<file path="config.mk">
export PLATFORM = sky130hd
export DESIGN_NAME = ptp_offset_delay_calc
export DESIGN_NICKNAME = d
export VERILOG_FILES = /design/src/rtl/ptp_calc_pkg.sv /design/src/rtl/ptp_calc_fsm.sv /design/src/rtl/ptp_ts_store.sv /design/src/rtl/ptp_sync_math.sv /design/src/rtl/ptp_offset_delay_calc.sv
export SDC_FILE = /design/constraint.sdc
export NUM_CORES = 1
export LEC_CHECK = 0
export ABC_CLOCK_PERIOD_IN_PS = 6700
export BUFFER_PORTS_ARGS = -buffer_cell sky130_fd_sc_hd__buf_2
export CORE_MARGIN = 5
export CORE_UTILIZATION = 48
export CTS_BUF_LIST = sky130_fd_sc_hd__clkbuf_2 sky130_fd_sc_hd__clkbuf_4 sky130_fd_sc_hd__clkbuf_8
export CTS_CLUSTER_SIZE = 16
export DETAILED_ROUTE_END_ITERATION = 8
export GPL_ROUTABILITY_DRIVEN = 0
export GPL_TIMING_DRIVEN = 0
export PLACE_DENSITY = 0.72
export SLEW_MARGIN = 0
export SYNTH_ARGS = -nofsm -noshare
export SYNTH_HDL_FRONTEND = slang
export SYNTH_SLANG_ARGS = --single-unit
</file>
<file path="constraint.sdc">
create_clock -name clk -period 6.7 [get_ports clk]
set_input_delay 1.005 -clock clk [delete_from_list [all_inputs] [get_ports clk]]
set_output_delay 1.005 -clock clk [all_outputs]
set_load 0.05 [all_outputs]
</file>
<file path="src/rtl/ptp_calc_pkg.sv">
package ptp_calc_pkg;

    // Tag codes carried on ts_tag; the order is the exchange order.
    typedef enum logic [1:0] {
        TAG_T1 = 2'd0,
        TAG_T2 = 2'd1,
        TAG_T3 = 2'd2,
        TAG_T4 = 2'd3
    } ts_tag_e;

    // Collection states: each names the timestamp awaited.
    typedef enum logic [1:0] {
        ST_WAIT_T1 = 2'd0,
        ST_WAIT_T2 = 2'd1,
        ST_WAIT_T3 = 2'd2,
        ST_WAIT_T4 = 2'd3
    } calc_state_e;

    // Number of timestamps held in storage before the final one arrives.
    localparam int unsigned HELD_TS = 3;

endpackage

</file>
<file path="src/rtl/ptp_calc_fsm.sv">
module ptp_calc_fsm
    import ptp_calc_pkg::*;
(
    input  logic                clk,
    input  logic                rst_n,
    input  logic                ts_valid,
    input  logic [1:0]          ts_tag,
    output logic [HELD_TS-1:0]  load,
    output logic                fire
);

    calc_state_e state_q;
    calc_state_e state_d;

    logic is_t1;
    logic is_t2;
    logic is_t3;
    logic is_t4;

    always_comb begin
        is_t1 = ts_valid && (ts_tag == TAG_T1);
        is_t2 = ts_valid && (ts_tag == TAG_T2);
        is_t3 = ts_valid && (ts_tag == TAG_T3);
        is_t4 = ts_valid && (ts_tag == TAG_T4);
    end

    // State register
    always_ff @(posedge clk) begin
        if (!rst_n) begin
            state_q <= ST_WAIT_T1;
        end else begin
            state_q <= state_d;
        end
    end

    // Transitions
    always_comb begin
        state_d = state_q;
        unique case (state_q)
            ST_WAIT_T1: begin
                if (is_t1) state_d = ST_WAIT_T2;           // ACCEPT_T1
            end
            ST_WAIT_T2: begin
                if (is_t1)      state_d = ST_WAIT_T2;      // RESTART
                else if (is_t2) state_d = ST_WAIT_T3;      // ACCEPT_T2
            end
            ST_WAIT_T3: begin
                if (is_t1)      state_d = ST_WAIT_T2;      // RESTART
                else if (is_t3) state_d = ST_WAIT_T4;      // ACCEPT_T3
            end
            ST_WAIT_T4: begin
                if (is_t1)      state_d = ST_WAIT_T2;      // RESTART
                else if (is_t4) state_d = ST_WAIT_T1;      // FINISH
            end
        endcase
    end

    // Strobes for storage and the result stage
    always_comb begin
        load    = '0;
        fire    = 1'b0;
        load[0] = is_t1;
        unique case (state_q)
            ST_WAIT_T1: ;
            ST_WAIT_T2: load[1] = is_t2;
            ST_WAIT_T3: load[2] = is_t3;
            ST_WAIT_T4: fire    = is_t4;
        endcase
    end

endmodule

</file>
<file path="src/rtl/ptp_ts_store.sv">
module ptp_ts_store
    import ptp_calc_pkg::*;
#(
    parameter int unsigned TS_W = 64
) (
    input  logic                clk,
    input  logic                rst_n,
    input  logic [HELD_TS-1:0]  load,
    input  logic [TS_W-1:0]     ts_value,
    output logic [TS_W-1:0]     t1,
    output logic [TS_W-1:0]     t2,
    output logic [TS_W-1:0]     t3
);

    logic [HELD_TS-1:0][TS_W-1:0] slot_q;

    always_ff @(posedge clk) begin
        if (!rst_n) begin
            slot_q <= '0;
        end else begin
            for (int i = 0; i < HELD_TS; i++) begin
                if (load[i]) slot_q[i] <= ts_value;
            end
        end
    end

    assign t1 = slot_q[0];
    assign t2 = slot_q[1];
    assign t3 = slot_q[2];

endmodule

</file>
<file path="src/rtl/ptp_sync_math.sv">
module ptp_sync_math #(
    parameter int unsigned TS_W = 64
) (
    input  logic [TS_W-1:0] t1,
    input  logic [TS_W-1:0] t2,
    input  logic [TS_W-1:0] t3,
    input  logic [TS_W-1:0] t4,
    output logic [TS_W-1:0] offset_calc,
    output logic [TS_W-1:0] delay_calc,
    output logic            delay_neg
);

    // Two guard bits: one for each difference, one for their sum.
    localparam int unsigned GUARD = 2;
    localparam int unsigned WIDE  = TS_W + GUARD;

    logic signed [WIDE-1:0] t1_w, t2_w, t3_w, t4_w;
    logic signed [WIDE-1:0] fwd, rev, sum_w, dif_w;
    logic signed [WIDE-1:0] half_sum, half_dif;

    always_comb begin
        t1_w     = $signed({{GUARD{t1[TS_W-1]}}, t1});
        t2_w     = $signed({{GUARD{t2[TS_W-1]}}, t2});
        t3_w     = $signed({{GUARD{t3[TS_W-1]}}, t3});
        t4_w     = $signed({{GUARD{t4[TS_W-1]}}, t4});
        fwd      = t2_w - t1_w;
        rev      = t4_w - t3_w;
        sum_w    = fwd + rev;
        dif_w    = fwd - rev;
        half_sum = sum_w >>> 1;
        half_dif = dif_w >>> 1;
    end

    assign delay_calc  = half_sum[TS_W-1:0];
    assign offset_calc = half_dif[TS_W-1:0];
    assign delay_neg   = half_sum[WIDE-1];

endmodule

</file>
<file path="src/rtl/ptp_offset_delay_calc.sv">
module ptp_offset_delay_calc
    import ptp_calc_pkg::*;
#(
    parameter int unsigned TS_W = 64
) (
    input  logic            clk,
    input  logic            rst_n,
    input  logic            ts_valid,
    input  logic [1:0]      ts_tag,
    input  logic [TS_W-1:0] ts_value,
    output logic            done,
    output logic [TS_W-1:0] offset,
    output logic [TS_W-1:0] mean_delay,
    output logic            delay_err
);

    logic [HELD_TS-1:0] load;
    logic               fire;
    logic [TS_W-1:0]    t1, t2, t3;
    logic [TS_W-1:0]    offset_calc, delay_calc;
    logic               delay_neg;

    ptp_calc_fsm u_fsm (
        .clk      (clk),
        .rst_n    (rst_n),
        .ts_valid (ts_valid),
        .ts_tag   (ts_tag),
        .load     (load),
        .fire     (fire)
    );

    ptp_ts_store #(.TS_W(TS_W)) u_store (
        .clk      (clk),
        .rst_n    (rst_n),
        .load     (load),
        .ts_value (ts_value),
        .t1       (t1),
        .t2       (t2),
        .t3       (t3)
    );

    // The fourth timestamp feeds the arithmetic straight from the input.
    ptp_sync_math #(.TS_W(TS_W)) u_math (
        .t1          (t1),
        .t2          (t2),
        .t3          (t3),
        .t4          (ts_value),
        .offset_calc (offset_calc),
        .delay_calc  (delay_calc),
        .delay_neg   (delay_neg)
    );

    // Output process
    always_ff @(posedge clk) begin
        if (!rst_n) begin
            done       <= 1'b0;
            offset     <= '0;
            mean_delay <= '0;
            delay_err  <= 1'b0;
        end else begin
            done <= fire;
            if (fire) begin
                mean_delay <= delay_calc;
                delay_err  <= delay_neg;
                if (!delay_neg) offset <= offset_calc;
            end
        end
    end

endmodule

</file>
==> results of run 1 <==
[cells by family after synthesis]
group	after synthesis	share of synthesized area [%]
simple gates	1275	21.0
compound gates	1266	29.0
buf+inv	505	7.30
flops	324	23.5
fa+ha+maj	259	11.9
xor+xnor	231	7.33
mux	3	0.109
[final timing paths]
check | to | slack (ps) | depth (start not counted)
max | offset[60]$_SDFFE_PN0P_ | 220 | 24
min | mean_delay[44]$_SDFFE_PN0P_ | 450 | 2
max reg2reg | offset[56]$_SDFFE_PN0P_ | 290 | 22
min reg2reg | mean_delay[44]$_SDFFE_PN0P_ | 450 | 2
[power by group through the flow]
| stage | clock network [mW] | logic, mW | registers, mW |
|---|---|---|---|
| after global routing | 2.03 | 4.55 | 1.95 |
| after CTS | 1.95 | 4.05 | 1.95 |
| after floorplan | 0 | 2.97 | 1.99 |
| after global placement | 0 | 3.99 | 1.99 |
| final | 1.93 | 4.24 | 1.95 |
| after detailed placement | 0 | 4.02 | 2.00 |
[worst reg2reg max path: cells and delay by family (launching register included)]
kind / cells / cell delay [ps]
adder cells (fa/ha/maj): 2 / 710
AO/OA/AOI/OAI: 9 / 2580
buffers and inverters: 2 / 320
AND/OR/NAND/NOR: 9 / 2350
flip-flops: 1 / 330
[state kept, by name, summed over array words and instances, names as in the netlist]
signal	cells
mean_delay	64
offset	64
u_store.t1	64
u_store.t2	64
u_store.t3	64
u_fsm.state_q	2
delay_err	1
done	1
[metal layers]
metal	GRT usage (%)	part of all wire, %
met1	41.3	46
met5	0	0
met2	39.8	40
met4	8.62	3.2
met3	5.10	10
[through the flow]
stage | setup slack, ps | hold WS, ps | power [mW]
floorplan | 643 | 436 | 4.97
global placement | -1020 | 433 | 5.99
detailed placement | -974 | 442 | 6.01
CTS | 6.61 | 449 | 7.95
global route | 12.6 | 468 | 8.53
finish | 215 | 447 | 8.12
[final cells by class]
cell class	instances	area (µm²)	share of cell area, %
Tap cell	756	946	3.06
Buffer	218	945	3.06
Inverter	287	1080	3.49
Clock inverter	9	120	0.389
Sequential cell	324	6490	21.0
Multi-Input combinational cell	3034	19200	62.3
Antenna cell	3	7.51	0.0243
Clock buffer	85	1060	3.44
Timing Repair Buffer	199	1000	3.25
[timing repair]
item / CTS / global route
cloned: 0 / 0
buffers inserted: 0 / 0
gates resized for setup: 5 / 32
endpoints found under the setup margin: 51 / 77
[cells in the mapped netlist, drive strengths merged (23+ instances only)]
cell,number
nor2b,30
xor2,63
dfxtp,324
nand2,648
ha,255
o31ai,35
nor4,32
nand2b,37
o21ai,169
buf,64
o21bai,76
o211ai,23
o21a,33
nand4,63
and3,24
a211oi,62
a21o,137
nor3,55
a31oi,37
a21oi,553
inv,285
xnor2,168
clkbuf,154
nor2,233
nand3,64
==> flow_summary.yaml, run 1 <==
grt:
  grt_overflow: 0
  antenna_found_initial: 3
  grtUsageTotal_pct: 27.6
  grt_pass1_wl_um: 141000
  grt_pass1_vias: 25564
  grt_max_degree: 16
layout:
  nFillCells: 5626
  area_growth_pct: 11.9
  nNetsFinal: 4446
  final_cell_mix: "648 x nand2_1, 552 x a21oi_1, 324 x dfxtp_1, 282 x inv_1, 255 x ha_1"
  final_cell_count_no_fill: 4915
  drive_above_1_share_pct: 9.91
  fin_util_pct: 54.5
  final_area_mm2: 0.0309
  layout_commonest_cell: "nand2_1"
timing:
  skew_ps: 25.7
  final.min_clock_period_ps: 6480
  slew_violations: 0
  tns_ps: 0
  tightest_slew_ps: 1260
  hold_viol_final: 0
  post-route-period-util_pct: 96.8
  setup_viol: 0
  max_slew_margin_pct: 16.1
  rsz0062_at_grt: "false"
  fmax_mhz: 154
worst_setup_path:
  worst_setup_path_start_kind: "input pin"
  cp_max_fo: 10
  cp_num_buf_inv: 3
  worstSetupPathType: "input pin to flop"
  critPathMaxStageDelay_ps: 580
  arrival_ps: 7060
  crit_start: "ts_value[7]"
  slowest_stage: "nor3b_1"
  crit_path_frequent_cell: "a21oi_1"
  cp.required_ps: 7280
  cp_top_family: "compound AO/OA/AOI/OAI gates"
  rr_startpoint: "u_store.t1[17]$_SDFFE_PN0P_"
  end_kind: "flop"
  crit_path_cell_trace: "buf_2, ha_1, a21oi_1, o21ai_0, o21ai_0, a21oi_1, o211ai_1, a21oi_1, o41ai_1, o21bai_1, a21oi_1, xnor2_1, ha_1, buf_2, inv_1, a21oi_1, o2111ai_1, nor3_1, nor3b_1, or3b_1, a211oi_2, o311a_1, or3_1, a31oi_1"
drt:
  dr.pass1.iters: 7
  avgRoutedWirePerCell_um: 18.8
  num_vias: 28644
  drc: 0
  routed_via_density: 5.83
  totalWireLength_um: 92400
  first_iter_violations: 2897
  ant_nets: 0
worst_hold_path:
  hold_class: "flop to flop"
  min-delay-start: "mean_delay[44]$_SDFFE_PN0P_"
clocking:
  ctsRootBufferMaster: "clkbuf_8"
  h-tree-depth: 2
  clkSlewWorstSetupHoldPaths_ps: 60
  clock-sinks: 324
  cts_tree: "done"
  hold_buffers: 0
  numCtsBuffers: 54
  clock_latency_ps: 670
  clockBufferDepth: 3
floorplan:
  fp.dieArea_mm2: 0.0624
  row_count: 87
  die_h_um: 250
  start_util_pct: 48.7
  core_mm2: 0.0567
  dieWidth_um: 250
  io_pins: 199
synthesis:
  ys_seq_elements: 324
  synth_area_mm2: 0.0276
  synth_top_area_share_pct: 23.5
  synth_edf_count: 0
  synthFlopType: "dfxtp_1"
  syn_inst: 3863
  synth_fp_nets: 4191
  synth_async_sr_flop_share_pct: 0
  yosysUniqueCellTypes: 102
  synth.largest_area_cell: "dfxtp_1"
  yosysWarnings: 0
  yosysSeqAreaShare_pct: 23.5
  syn_avg_cell_area_um2: 7.14
  yosys-top-cells-area: "dfxtp_1 24%, ha_1 12%, a21oi_1 10%"
pwr:
  leakage_nw: 12.8
  p_sw_share_pct: 44.6
  p_sw_mw: 3.62
  powerDensity_mw_per_mm2: 263
  peakVddDrop_uv: 157
  power_frac_clock_pct: 23.8
  p_int_mw: 4.50
  p_seq_share_pct: 24.1
  combPwrFrac_pct: 52.2
place:
  place_hpwl_um: 74800
  portBuffers: 198
  dp_cells: 4818
  place_area_mm2: 0.0296
flow_run:
  cap_violations: 0
run_status:
  outcome: "finished, final reports clean"
No activity file was read; power rests on OpenSTA's default activity.
==> run 2: changes to the inputs <==
--- a/config.mk
+++ b/config.mk
@@ -5,7 +5,7 @@
 export SDC_FILE = /design/constraint.sdc
 export NUM_CORES = 1
 export LEC_CHECK = 0
-export ABC_CLOCK_PERIOD_IN_PS = 6700
+export ABC_CLOCK_PERIOD_IN_PS = 5900
 export BUFFER_PORTS_ARGS = -buffer_cell sky130_fd_sc_hd__buf_2
 export CORE_MARGIN = 5
 export CORE_UTILIZATION = 48
@@ -14,7 +14,7 @@
 export DETAILED_ROUTE_END_ITERATION = 8
 export GPL_ROUTABILITY_DRIVEN = 0
 export GPL_TIMING_DRIVEN = 0
-export PLACE_DENSITY = 0.72
+export PLACE_DENSITY = 0.74
 export SLEW_MARGIN = 0
 export SYNTH_ARGS = -nofsm -noshare
 export SYNTH_HDL_FRONTEND = slang
==> constraint.sdc (replaced) <==
create_clock -name clk -period 5.9 [get_ports clk]
set_input_delay 0.885 -clock clk [delete_from_list [all_inputs] [get_ports clk]]
set_output_delay 0.885 -clock clk [all_outputs]
set_load 0.05 [all_outputs]
==> run 2 against run 1 <==
Net effect:
- sequential cell count unchanged
- worst hold slack got worse by 0.57 ps
- wire length increased by 1.7%
- critical path type is now flop to flop
- highest routed layer is now met5
==> flow_summary.yaml, run 2 (same netlist as run 1, synthesis figures left out) <==
drt:
  routed_via_density: 5.89
  ant_nets: 0
  avgRoutedWirePerCell_um: 19.1
  dr.pass1.iters: 6
  drc: 0
  first_iter_violations: 3198
  num_vias: 29003
  totalWireLength_um: 93900
clocking:
  clockBufferDepth: 3
  clock_latency_ps: 670
  numCtsBuffers: 53
  cts_tree: "done"
  hold_buffers: 0
  ctsRootBufferMaster: "clkbuf_8"
  clock-sinks: 324
  clkSlewWorstSetupHoldPaths_ps: 60
  h-tree-depth: 2
layout:
  nNetsFinal: 4459
  area_growth_pct: 15.4
  layout_commonest_cell: "nand2_1"
  area.sequential_mm2: 0.00649
  fin_util_pct: 56.2
  final_cell_count_no_fill: 4926
  drive_above_1_share_pct: 13.2
  final_cell_mix: "647 x nand2_1, 539 x a21oi_1, 324 x dfxtp_1, 279 x inv_1, 249 x ha_1"
  multiInputGateArea_mm2: 0.0200
  nFillCells: 5420
  final_area_mm2: 0.0319
timing:
  setup_ws_ps: 33.5
  fmax_mhz: 170
  post-route-period-util_pct: 99.4
  tightest_slew_ps: 1260
  setup_viol: 0
  skew_ps: 33.8
  slew_violations: 0
  hold_viol_final: 0
  tns_ps: 0
  final.min_clock_period_ps: 5870
  holdWs_ps: 447
  max_slew_margin_pct: 16.3
pwr:
  peakVddDrop_uv: 165
  power_mw: 9.48
  leakage_nw: 13.1
  powerDensity_mw_per_mm2: 297
floorplan:
  core_mm2: 0.0567
  start_util_pct: 48.7
  dieWidth_um: 250
  die_h_um: 250
  row_count: 87
  fp.dieArea_mm2: 0.0624
  io_pins: 199
grt:
  grt_overflow: 0
  antenna_found_initial: 6
  grt_pass1_wl_um: 143000
  grt_pass1_vias: 25924
  grt_max_degree: 15
  grtUsageTotal_pct: 27.8
worst_hold_path:
  hold_class: "flop to flop"
worst_setup_path:
  worst_setup_path_start_kind: "flop"
  cp_max_fo: 10
  end_kind: "flop"
  arrival_ps: 6370
  cp.required_ps: 6400
  worstSetupPathType: "flop to flop"
place:
  place_hpwl_um: 74700
  dp_cells: 4818
  portBuffers: 198
  place_ws_ps: -1460
  place_area_mm2: 0.0296
run_status:
  outcome: "finished, final reports clean"
flow_run:
  cap_violations: 0
-- run 2: cell count changes in the layout (fill, tap and decap cells not counted), sizes merged --
cell and change:
inv +1, clkinv +1, clkbuf -31, diode +2
bufinv +1, buf +37
-- run 2: worst paths after layout --
check        slack [ps]                     endpoint  depth (start not counted)                   startpoint
min reg2reg         450  mean_delay[36]$_SDFFE_PN0P_                          2  mean_delay[36]$_SDFFE_PN0P_
min                 450  mean_delay[36]$_SDFFE_PN0P_                          2  mean_delay[36]$_SDFFE_PN0P_
max reg2reg          30      offset[58]$_SDFFE_PN0P_                         24   u_store.t2[0]$_SDFFE_PN0P_
max                  30      offset[58]$_SDFFE_PN0P_                         24   u_store.t2[0]$_SDFFE_PN0P_
-- run 2: area by class of cell --
| class | count | area share, % |
|---|---|---|
| Inverter | 287 | 3.39 |
| Clock inverter | 12 | 0.491 |
| Sequential cell | 324 | 20.4 |
| Timing Repair Buffer | 230 | 3.90 |
| Clock buffer | 77 | 3.09 |
| Tap cell | 756 | 2.97 |
| Buffer | 201 | 2.92 |
| Multi-Input combinational cell | 3034 | 62.8 |
| Antenna cell | 5 | 0.0393 |
-- run 2: routing by layer --
layer	up-vias	GRT usage, %	wire, µm
li1	14035	-	-
met1	13307	41.3	42400
met2	1461	40.4	38500
met3	198	4.72	9420
met4	2	9.64	3540
met5	-	0	7
-- run 2: what timing repair did --
| action | CTS | global route |
|---|---|---|
| resized for setup | 76 | 143 |
| endpoints found under the setup margin | 82 | 88 |
| gates cloned | 1 | 0 |
| buffers inserted | 5 | 25 |
| pin swaps | 12 | 55 |
-- run 2: report_power, final --
part,switching (mW),total (mW),internal (mW)
sequential,0.0115,2.22,2.21
clock,0.951,2.15,1.20
combinational,3.29,5.11,1.82
-- run 2: critical path, stage by stage, from the launching register on --
cell and delay [ps]:
dfxtp_1 330, inv_1 60, ha_2 180, fa_2 350
nand2b_4 170, a211oi_4 270, o221ai_4 190, or4b_4 590
nand3_2 110, and2_1 180, o21ai_0 90, nand2b_1 120
xor2_2 190, ha_1 290, buf_2 220, inv_2 140
nand2_1 130, o2111ai_2 280, o21ai_1 160, a2111oi_0 400
or3b_4 470, a211oi_4 290, nor3_1 90, xnor2_1 270
a211oi_2 110
